## config.mk

```make
export PLATFORM = sky130hd
export DESIGN_NAME = dt_gate_ctrl
export DESIGN_NICKNAME = d
export VERILOG_FILES = /design/src/rtl/dt_pkg.sv /design/src/rtl/dt_timer.sv /design/src/rtl/dt_fsm.sv /design/src/rtl/dt_gate_out.sv /design/src/rtl/dt_gate_ctrl.sv
export SDC_FILE = /design/constraint.sdc
export NUM_CORES = 1
export LEC_CHECK = 0
export BUFFER_PORTS_ARGS = -buffer_cell sky130_fd_sc_hd__buf_2
export CORE_ASPECT_RATIO = 1.2
export CORE_MARGIN = 2
export CORE_UTILIZATION = 43
export DETAILED_ROUTE_END_ITERATION = 12
export PLACE_DENSITY_LB_ADDON = 0.05
export SKIP_LAST_GASP = 1
export SLEW_MARGIN = 5
export SYNTH_ARGS = -nofsm -noshare
export SYNTH_HDL_FRONTEND = slang
export SYNTH_HIERARCHICAL = 1
export SYNTH_SLANG_ARGS = --single-unit
```

## constraint.sdc

```tcl
create_clock -name clk_i -period 3.3 [get_ports clk_i]
set_clock_uncertainty 0.1 [all_clocks]
set_input_delay 0.495 -clock clk_i [delete_from_list [all_inputs] [get_ports clk_i]]
set_output_delay 0.495 -clock clk_i [all_outputs]
set_load 0.05 [all_outputs]
```

## src/rtl/dt_pkg.sv

```systemverilog
package dt_pkg;
  typedef enum logic [2:0] {
    ST_OFF,
    ST_HS_ON,
    ST_WAIT_NODE,
    ST_DLY_LS,
    ST_LS_ON,
    ST_WAIT_LGATE,
    ST_DLY_HS
  } dt_state_e;
endpackage

```

## src/rtl/dt_timer.sv

```systemverilog
module dt_timer #(
  parameter int W = 5
) (
  input  logic         clk_i,
  input  logic         rst_ni,
  input  logic         load_i,
  input  logic [W-1:0] val_i,
  output logic         zero_o
);
  logic [W-1:0] cnt_q;

  always_ff @(posedge clk_i or negedge rst_ni) begin
    if (!rst_ni)              cnt_q <= '0;
    else if (load_i)          cnt_q <= val_i;
    else if (cnt_q != '0)     cnt_q <= cnt_q - 1'b1;
  end

  assign zero_o = (cnt_q == '0);

  p_load_r4: assert property (@(posedge clk_i) disable iff (!rst_ni)
    load_i |=> cnt_q == $past(val_i));
endmodule

```

## src/rtl/dt_fsm.sv

```systemverilog
module dt_fsm
  import dt_pkg::*;
(
  input  logic clk_i,
  input  logic rst_ni,
  input  logic pwm_i,
  input  logic node_low_i,
  input  logic lgate_low_i,
  input  logic force_ls_i,
  input  logic disable_i,
  input  logic dly_zero_i,
  input  logic wd_zero_i,
  output logic dly_load_o,
  output logic wd_load_o,
  output logic hs_state_o,
  output logic ls_state_o
);
  dt_state_e st_q, st_d;

  always_comb begin
    st_d = st_q;
    if (disable_i)       st_d = ST_OFF;
    else if (force_ls_i) st_d = ST_LS_ON;
    else begin
      unique case (st_q)
        ST_OFF:        st_d = pwm_i ? ST_WAIT_LGATE : ST_WAIT_NODE;
        ST_HS_ON:      if (!pwm_i) st_d = ST_WAIT_NODE;
        ST_WAIT_NODE: begin
          if (pwm_i)           st_d = ST_WAIT_LGATE;
          else if (node_low_i) st_d = ST_DLY_LS;
          else if (wd_zero_i)  st_d = ST_LS_ON;   // reverse current: no node fall
        end
        ST_DLY_LS: begin
          if (pwm_i)           st_d = ST_WAIT_LGATE;
          else if (dly_zero_i) st_d = ST_LS_ON;
        end
        ST_LS_ON:      if (pwm_i) st_d = ST_WAIT_LGATE;
        ST_WAIT_LGATE: begin
          if (!pwm_i)           st_d = ST_WAIT_NODE;
          else if (lgate_low_i) st_d = ST_DLY_HS;
        end
        ST_DLY_HS: begin
          if (!pwm_i)          st_d = ST_WAIT_NODE;
          else if (dly_zero_i) st_d = ST_HS_ON;
        end
        default:       st_d = ST_OFF;
      endcase
    end
  end

  always_ff @(posedge clk_i or negedge rst_ni) begin
    if (!rst_ni) st_q <= ST_OFF;
    else         st_q <= st_d;
  end

  assign dly_load_o = (st_d != st_q) && (st_d == ST_DLY_LS || st_d == ST_DLY_HS);
  assign wd_load_o  = (st_d != st_q) && (st_d == ST_WAIT_NODE);
  assign hs_state_o = (st_q == ST_HS_ON);
  assign ls_state_o = (st_q == ST_LS_ON);

  p_hs_drop_r2: assert property (@(posedge clk_i) disable iff (!rst_ni)
    !pwm_i |=> !hs_state_o);
  p_ls_drop_r3: assert property (@(posedge clk_i) disable iff (!rst_ni)
    (pwm_i && !force_ls_i) |=> !ls_state_o);
  p_hs_via_delay_r3: assert property (@(posedge clk_i) disable iff (!rst_ni)
    $rose(hs_state_o) |-> $past(st_q) == ST_DLY_HS);
  p_dly_ls_flag_r2: assert property (@(posedge clk_i) disable iff (!rst_ni)
    $rose(st_q == ST_DLY_LS) |-> $past(node_low_i));
  p_wd_hold_r4: assert property (@(posedge clk_i) disable iff (!rst_ni)
    (st_q == ST_WAIT_NODE && !pwm_i && !node_low_i && !force_ls_i && !disable_i && !wd_zero_i)
      |=> st_q == ST_WAIT_NODE);
  p_force_r6: assert property (@(posedge clk_i) disable iff (!rst_ni)
    (force_ls_i && !disable_i) |=> ls_state_o);
endmodule

```

## src/rtl/dt_gate_out.sv

```systemverilog
module dt_gate_out (
  input  logic clk_i,
  input  logic rst_ni,
  input  logic hs_state_i,
  input  logic ls_state_i,
  input  logic force_ls_i,
  input  logic disable_i,
  output logic hs_en_o,
  output logic ls_en_o
);
  // overrides act combinationally so protection needs no clock edge to cut the high side
  assign hs_en_o = hs_state_i && !force_ls_i && !disable_i;
  assign ls_en_o = ls_state_i && !disable_i;

  p_excl_r5: assert property (@(posedge clk_i) disable iff (!rst_ni)
    !(hs_en_o && ls_en_o));
  p_dis_r7: assert property (@(posedge clk_i) disable iff (!rst_ni)
    disable_i |-> (!hs_en_o && !ls_en_o));
  p_force_hs_r6: assert property (@(posedge clk_i) disable iff (!rst_ni)
    force_ls_i |-> !hs_en_o);
endmodule

```

## src/rtl/dt_gate_ctrl.sv

```systemverilog
module dt_gate_ctrl #(
  parameter int DLY_CYC  = 3,
  parameter int WDOG_CYC = 24
) (
  input  logic clk_i,
  input  logic rst_ni,
  input  logic pwm_i,
  input  logic node_low_i,
  input  logic lgate_low_i,
  input  logic force_ls_i,
  input  logic disable_i,
  output logic hs_en_o,
  output logic ls_en_o
);
  localparam int MAXC = (DLY_CYC > WDOG_CYC) ? DLY_CYC : WDOG_CYC;
  localparam int CW   = $clog2(MAXC + 1);
  localparam logic [CW-1:0] DLY_LD = CW'(DLY_CYC - 1);
  localparam logic [CW-1:0] WD_LD  = CW'(WDOG_CYC - 1);

  logic dly_load, wd_load, dly_zero, wd_zero, hs_state, ls_state;

  dt_fsm u_fsm (
    .clk_i, .rst_ni, .pwm_i, .node_low_i, .lgate_low_i, .force_ls_i, .disable_i,
    .dly_zero_i(dly_zero), .wd_zero_i(wd_zero),
    .dly_load_o(dly_load), .wd_load_o(wd_load),
    .hs_state_o(hs_state), .ls_state_o(ls_state)
  );

  dt_timer #(.W(CW)) u_dly (
    .clk_i, .rst_ni, .load_i(dly_load), .val_i(DLY_LD), .zero_o(dly_zero)
  );

  dt_timer #(.W(CW)) u_wd (
    .clk_i, .rst_ni, .load_i(wd_load), .val_i(WD_LD), .zero_o(wd_zero)
  );

  dt_gate_out u_out (
    .clk_i, .rst_ni, .hs_state_i(hs_state), .ls_state_i(ls_state),
    .force_ls_i, .disable_i, .hs_en_o, .ls_en_o
  );

  initial begin
    assert (DLY_CYC >= 1 && WDOG_CYC >= 1);
  end
endmodule

```

## After elaboration in Yosys (flattened, before gate mapping)

Index checks and enable logic that the tools add are counted.

| word-level totals | value |
|---|---|
| word-level logic and storage cells | 49 |
| register bits | 13 |
| output and inout port bits | 2 |
| bits of input ports | 7 |

| operators by class | value |
|---|---|
| mux-type cells | 19 |
| add/subtract/negate cells | 2 |
| eq/ne operators | 10 |
| reductions and logical operators | 15 |

Operators with widths:

| kind | count |
|---|---|
| 2-to-1 mux 3 bit | 14 |
| case mux 3 bit (7 select lines) | 1 |
| 2-to-1 mux 5 bit | 4 |
| equality test 3 x 2 -> 1 bit (second input constant) | 4 |
| equality test 3 bit (second input constant) | 4 |
| zero test 5 bit | 2 |
| nonzero test 5 bit | 2 |
| subtractor 5 x 1 -> 5 bit (second input constant) | 2 |
| logical AND 1 bit | 5 |
| nonzero test 2 bit | 2 |
| equality test 3 x 1 -> 1 bit (second input constant) | 1 |
| zero test 3 bit | 1 |
| != test 3 bit | 1 |
| zero test 1 bit | 2 |
| logical OR 1 bit | 1 |

## Longest topological paths before layout

| logic depth | value |
|---|---|
| depth after elaboration | 11 |
| gate-level depth with buffers | 11 |
| depth with buffers taken out | 10 |

## By module

Netlist, hierarchy kept.

Modules (own cells, without submodules):

| module | cells each | sequential area each (um^2) | area each (um^2) | times used |
|---|---|---|---|---|
| dt_timer | 27 | 125.1 | 279.0 | 2 |
| dt_fsm | 47 | 75.1 | 406.6 | 1 |
| dt_gate_out | 2 | 0.0 | 18.8 | 1 |
| dt_gate_ctrl | 2 | 0.0 | 7.5 | 1 |

## Worst setup path after synthesis

OpenSTA, ideal clock, no wires.

| path | value |
|---|---|
| kind | flip-flop to flip-flop |
| start point | reg u_dly.cnt_q[0] |
| end point | reg u_wd.cnt_q[4] |
| setup time | 0.138 ns |
| setup slack | 0.731 ns |
| buffers on the path | 1 |
| cell stages (with the launch flop) | 11 |
| period minus slack after synthesis | 2.569 ns |
| required time | 3.062 ns |
| arrival time | 2.331 ns |
| path through | dfrtp_1 > inv_1 > ha_1 > nor4b_4 > and2b_1 > o211ai_2 > a21oi_2 > xnor2_1 > a311oi_2 > clkbuf_1 > o21ai_0 |

| between the ends | value |
|---|---|
| longest elaborated chain between the ends | 9 |
| elaborated cells on any way between the ends | 13 |
| classes of those cells | 2 x eq/ne; 8 x mux; 3 x reduce/logical |

Ends and longest elaborated chain:

| element | RTL line | source |
|---|---|---|
| start: declaration | dt_timer.sv:10 | `logic [W-1:0] cnt_q;` |
| start signal: assignment | dt_timer.sv:14 | `else if (load_i) cnt_q <= val_i;` |
| start signal: assignment | dt_timer.sv:15 | `else if (cnt_q != '0) cnt_q <= cnt_q - 1'b1;` |
| zero test 5 bit (*) | dt_timer.sv:18 | `assign zero_o = (cnt_q == '0);` |
| net dly_zero | dt_gate_ctrl.sv:20 | `logic dly_load, wd_load, dly_zero, wd_zero, hs_state, ls_state;` |
| 2-to-1 mux 3 bit, on equally long branches | dt_fsm.sv:44, dt_fsm.sv:35 |  |
| 2-to-1 mux 3 bit, on equally long branches | dt_fsm.sv:43, dt_fsm.sv:34 |  |
| case mux 3 bit (7 select lines) (*) | dt_fsm.sv:25 | `unique case (st_q)` |
| 2-to-1 mux 3 bit (*) | dt_fsm.sv:23 | `else if (force_ls_i) st_d = ST_LS_ON;` |
| 2-to-1 mux 3 bit (*) | dt_fsm.sv:22 | `if (disable_i) st_d = ST_OFF;` |
| net u_fsm.st_d[0] | dt_fsm.sv:18 | `dt_state_e st_q, st_d;` |
| != test 3 bit / equality test 3 x 2 -> 1 bit (equally long branches) | dt_fsm.sv:57 | `assign wd_load_o = (st_d != st_q) && (st_d == ST_WAIT_NODE);` |
| logical AND 1 bit (*) | dt_fsm.sv:57 |  |
| net wd_load | dt_gate_ctrl.sv:20 |  |
| 2-to-1 mux 5 bit / nonzero test 2 bit (equally long branches) | - |  |
| end signal: assignment | dt_timer.sv:14 |  |
| end signal: assignment | dt_timer.sv:15 |  |
| end: declaration | dt_timer.sv:10 |  |

Mark *: on every way through the listed nets, which the timed path passes. The rest lies on a longest branch.
A chain may end at the register's enable or synchronous reset.

## Final worst setup path

Same ends and word-level chain as after synthesis.

==> flow_summary.toml <==
[global_routing]
grt_pass1_wl_um = 3110
track_usage_pct = 16.3
first_global_vias = 718
overflow = 0
grt_antenna_before_repair = 0
grt_max_degree = 14

[floorplanning]
dieArea_sq_um = 2710
start_util_pct = 44.3
num_rows = 19
coreArea_sq_um = 2230
die_w_um = 47.8
ios = 9
die_y_um = 56.6

[sta]
setup_ws_ns = 0.515
post-route-min-period_ns = 2.78
setup_viol = 0
max_freq_mhz = 359
period_share_pct = 84.4
worstMarginPinSlew_ns = 0.660
max_slew_margin_pct = 56.0
rsz0062_at_grt = "no"
hold_viol = 0
timing.setup.tns_ns = 0
finalMaxSlewViolations = 0

[clock_network]
htreeDepth = 1
clk_path_buf_depth = 2
cts_num_sinks = 13
cts_root_buf = "clkbuf_4"
numCtsBuffers = 3
clkTransAtPathRegs_ns = 0.08
cts_tree = "built"
post_cts_buffers = 0
insertion_delay_ns = 0.27

[yosys]
ys_types = 39
synthCells = 105
syn_area_per_cell_sq_um = 9.44
ys_top_cells_by_area = "dfrtp_1, xnor2_1, nand2_1"
async_flop_share_pct = 100
synth_seq_cells = 13
seq_area_frac_synth_pct = 32.8
netlist_area_sq_um = 991
synth_top_area_cell = "dfrtp_1"
ys_warn_count = 6
netlist.area_leader.share_pct = 32.8
synth_edf_count = 0
synthFlopType = "dfrtp_1"

[drt]
avgViaCountPerCell = 5.01
drtAntennaViolNets = 0
drt_iter0_drc = 17
wirelength_um = 1830
drc = 0
num_vias = 772
post_drt_wl_per_cell_um = 11.9
firstDrtPassIters = 4

[finish]
layout_common_cells = "nand2_1, dfrtp_1, conb_1"
diodes = 0
drive_gt1_share_pct = 24.4
nNetsFinal = 133
final_common_cell = "nand2_1"
syn2layout_area_growth_pct = 12.8
fin_util_pct = 50.0

[critical_path]
reg2reg_setup_slack_ns = 0.52
crit_required_ns = 3.33
arrival_ns = 2.82
path_cells = "inv_1, ha_1, nor4b_4, and2b_1, o211ai_2, a21oi_2, xnor2_1, a311oi_2, o21ai_0"
crit_slowest_cell = "a311oi_2"
critPathCapture = "u_wd/cnt_q[4]$_DFFE_PN0P_"
cp-start-kind = "flop"
critical_path.max_fanout = 10
slowest_delay_ns = 0.64
endpoint_kind = "flop"
worstReg2RegStart = "u_dly/cnt_q[0]$_DFFE_PN0P_"
crit_type = "flop to flop"
rr_worst_depth = 9
cp-startpoint = "u_dly/cnt_q[0]$_DFFE_PN0P_"
reg2reg_to = "u_wd/cnt_q[4]$_DFFE_PN0P_"

[placed_design]
port_buffers = 8
pre_cts_ws_ns = 0.510
place_congestion = 0.755
dpl.hpwl_um = 1430

[hold_path]
min_path_type = "input pin to flop"

[power]
fin_total_pwr_uw = 744
p_leak_uw = 0.000441
power_density_nw_per_um2 = 666
ir_drop_mv = 0.427

[run_status]
outcome = "finished clean"

[flow_run]
cap_violations = 0
-- cell usage after synthesis, drive strengths merged, types with 2 or more instances --
cell type and n:
mux2 2, nand2 14, nand3 6, and2b 3, o31ai 6, nor3 4, buf 3, xnor2 8
o21ai 8, nor4b 2, nor2 2, nor2b 2, inv 10, ha 2, conb 2, dfrtp 13
clkbuf 2, a21oi 2
-- layer usage --
| layer | global-route usage, % | up-vias | part of all wire, % |
|---|---|---|---|
| met5 | 0 | - | 0 |
| met4 | 6.95 | 0 | 0.99 |
| met3 | 4.82 | 2 | 2.0 |
| met2 | 24.4 | 14 | 49 |
| met1 | 21.2 | 359 | 48 |
| li1 | - | 397 | - |
-- sequential cells by signal (all words and copies together), names as in the netlist --
signal and count:
u_dly/cnt_q 5, u_wd/cnt_q 5, u_fsm/st_q 3
-- final cells by class --
cell class              instances  area, sq um
multi-input cells              85          624
inverters                      10         37.5
flip-flops and latches         13          325
well taps                      31         38.8
fillers                       231         1120
repair buffers                 11         65.1
clock buffers                   4         26.3
-- stage by stage --
step                hold slack (ns)  cell area [sq um]  cells
detailed placement            0.300               1080    149
global placement              0.299               1080    149
floorplan                    0.0994               1020    113
finish                        0.463               1120    154
CTS                           0.449               1120    154
global route                  0.445               1120    154
-- cells by family (layout without fill, tap and decap cells) --
| family | count (synthesis) | in the layout | share of synthesized area, % |
|---|---|---|---|
| flip-flops | 13 | 13 | 32.8 |
| buffers and inverters | 15 | 25 | 7.20 |
| adder cells (fa/ha/maj) | 2 | 2 | 2.52 |
| other | 2 | 10 | 0.758 |
| XOR/XNOR | 8 | 8 | 7.07 |
| AND/OR/NAND/NOR | 38 | 38 | 24.0 |
| multiplexers | 2 | 2 | 2.27 |
| AO/OA/AOI/OAI | 25 | 25 | 23.4 |
-- where the power goes --
group	internal [uW]	total (uW)	switching, uW
Sequential	229	309	79.4
Combinational	178	338	160
Clock	46.8	97.6	50.8
-- worst max-delay path, delay by kind of cell, from the launching register on --
kind	cells	cell delay, ns
AO/OA/AOI/OAI	4	1.11
flip-flops	1	0.39
AND/OR/NAND/NOR	2	0.59
XOR/XNOR	1	0.16
adder cells (fa/ha/maj)	1	0.20
buffers and inverters	1	0.09
-- worst min path at each step --
stage	from	endpoint	cells past startpoint
global route	pwm_i	u_fsm/st_q[0]$_DFF_PN0_	3
global placement	rst_ni	u_dly/cnt_q[1]$_DFFE_PN0P_	1
finish	pwm_i	u_fsm/st_q[0]$_DFF_PN0_	3
detailed placement	rst_ni	u_wd/cnt_q[2]$_DFFE_PN0P_	1
CTS	pwm_i	u_fsm/st_q[0]$_DFF_PN0_	3
floorplan	rst_ni	u_dly/cnt_q[0]$_DFFE_PN0P_	0
-- repair_timing --
item | 4_1_cts | 5_1_grt
endpoints found under the hold margin | 13 | 0
hold buffers | 1 | 0
resized for setup | 0 | 0
Power figures use the tool's default switching activity.
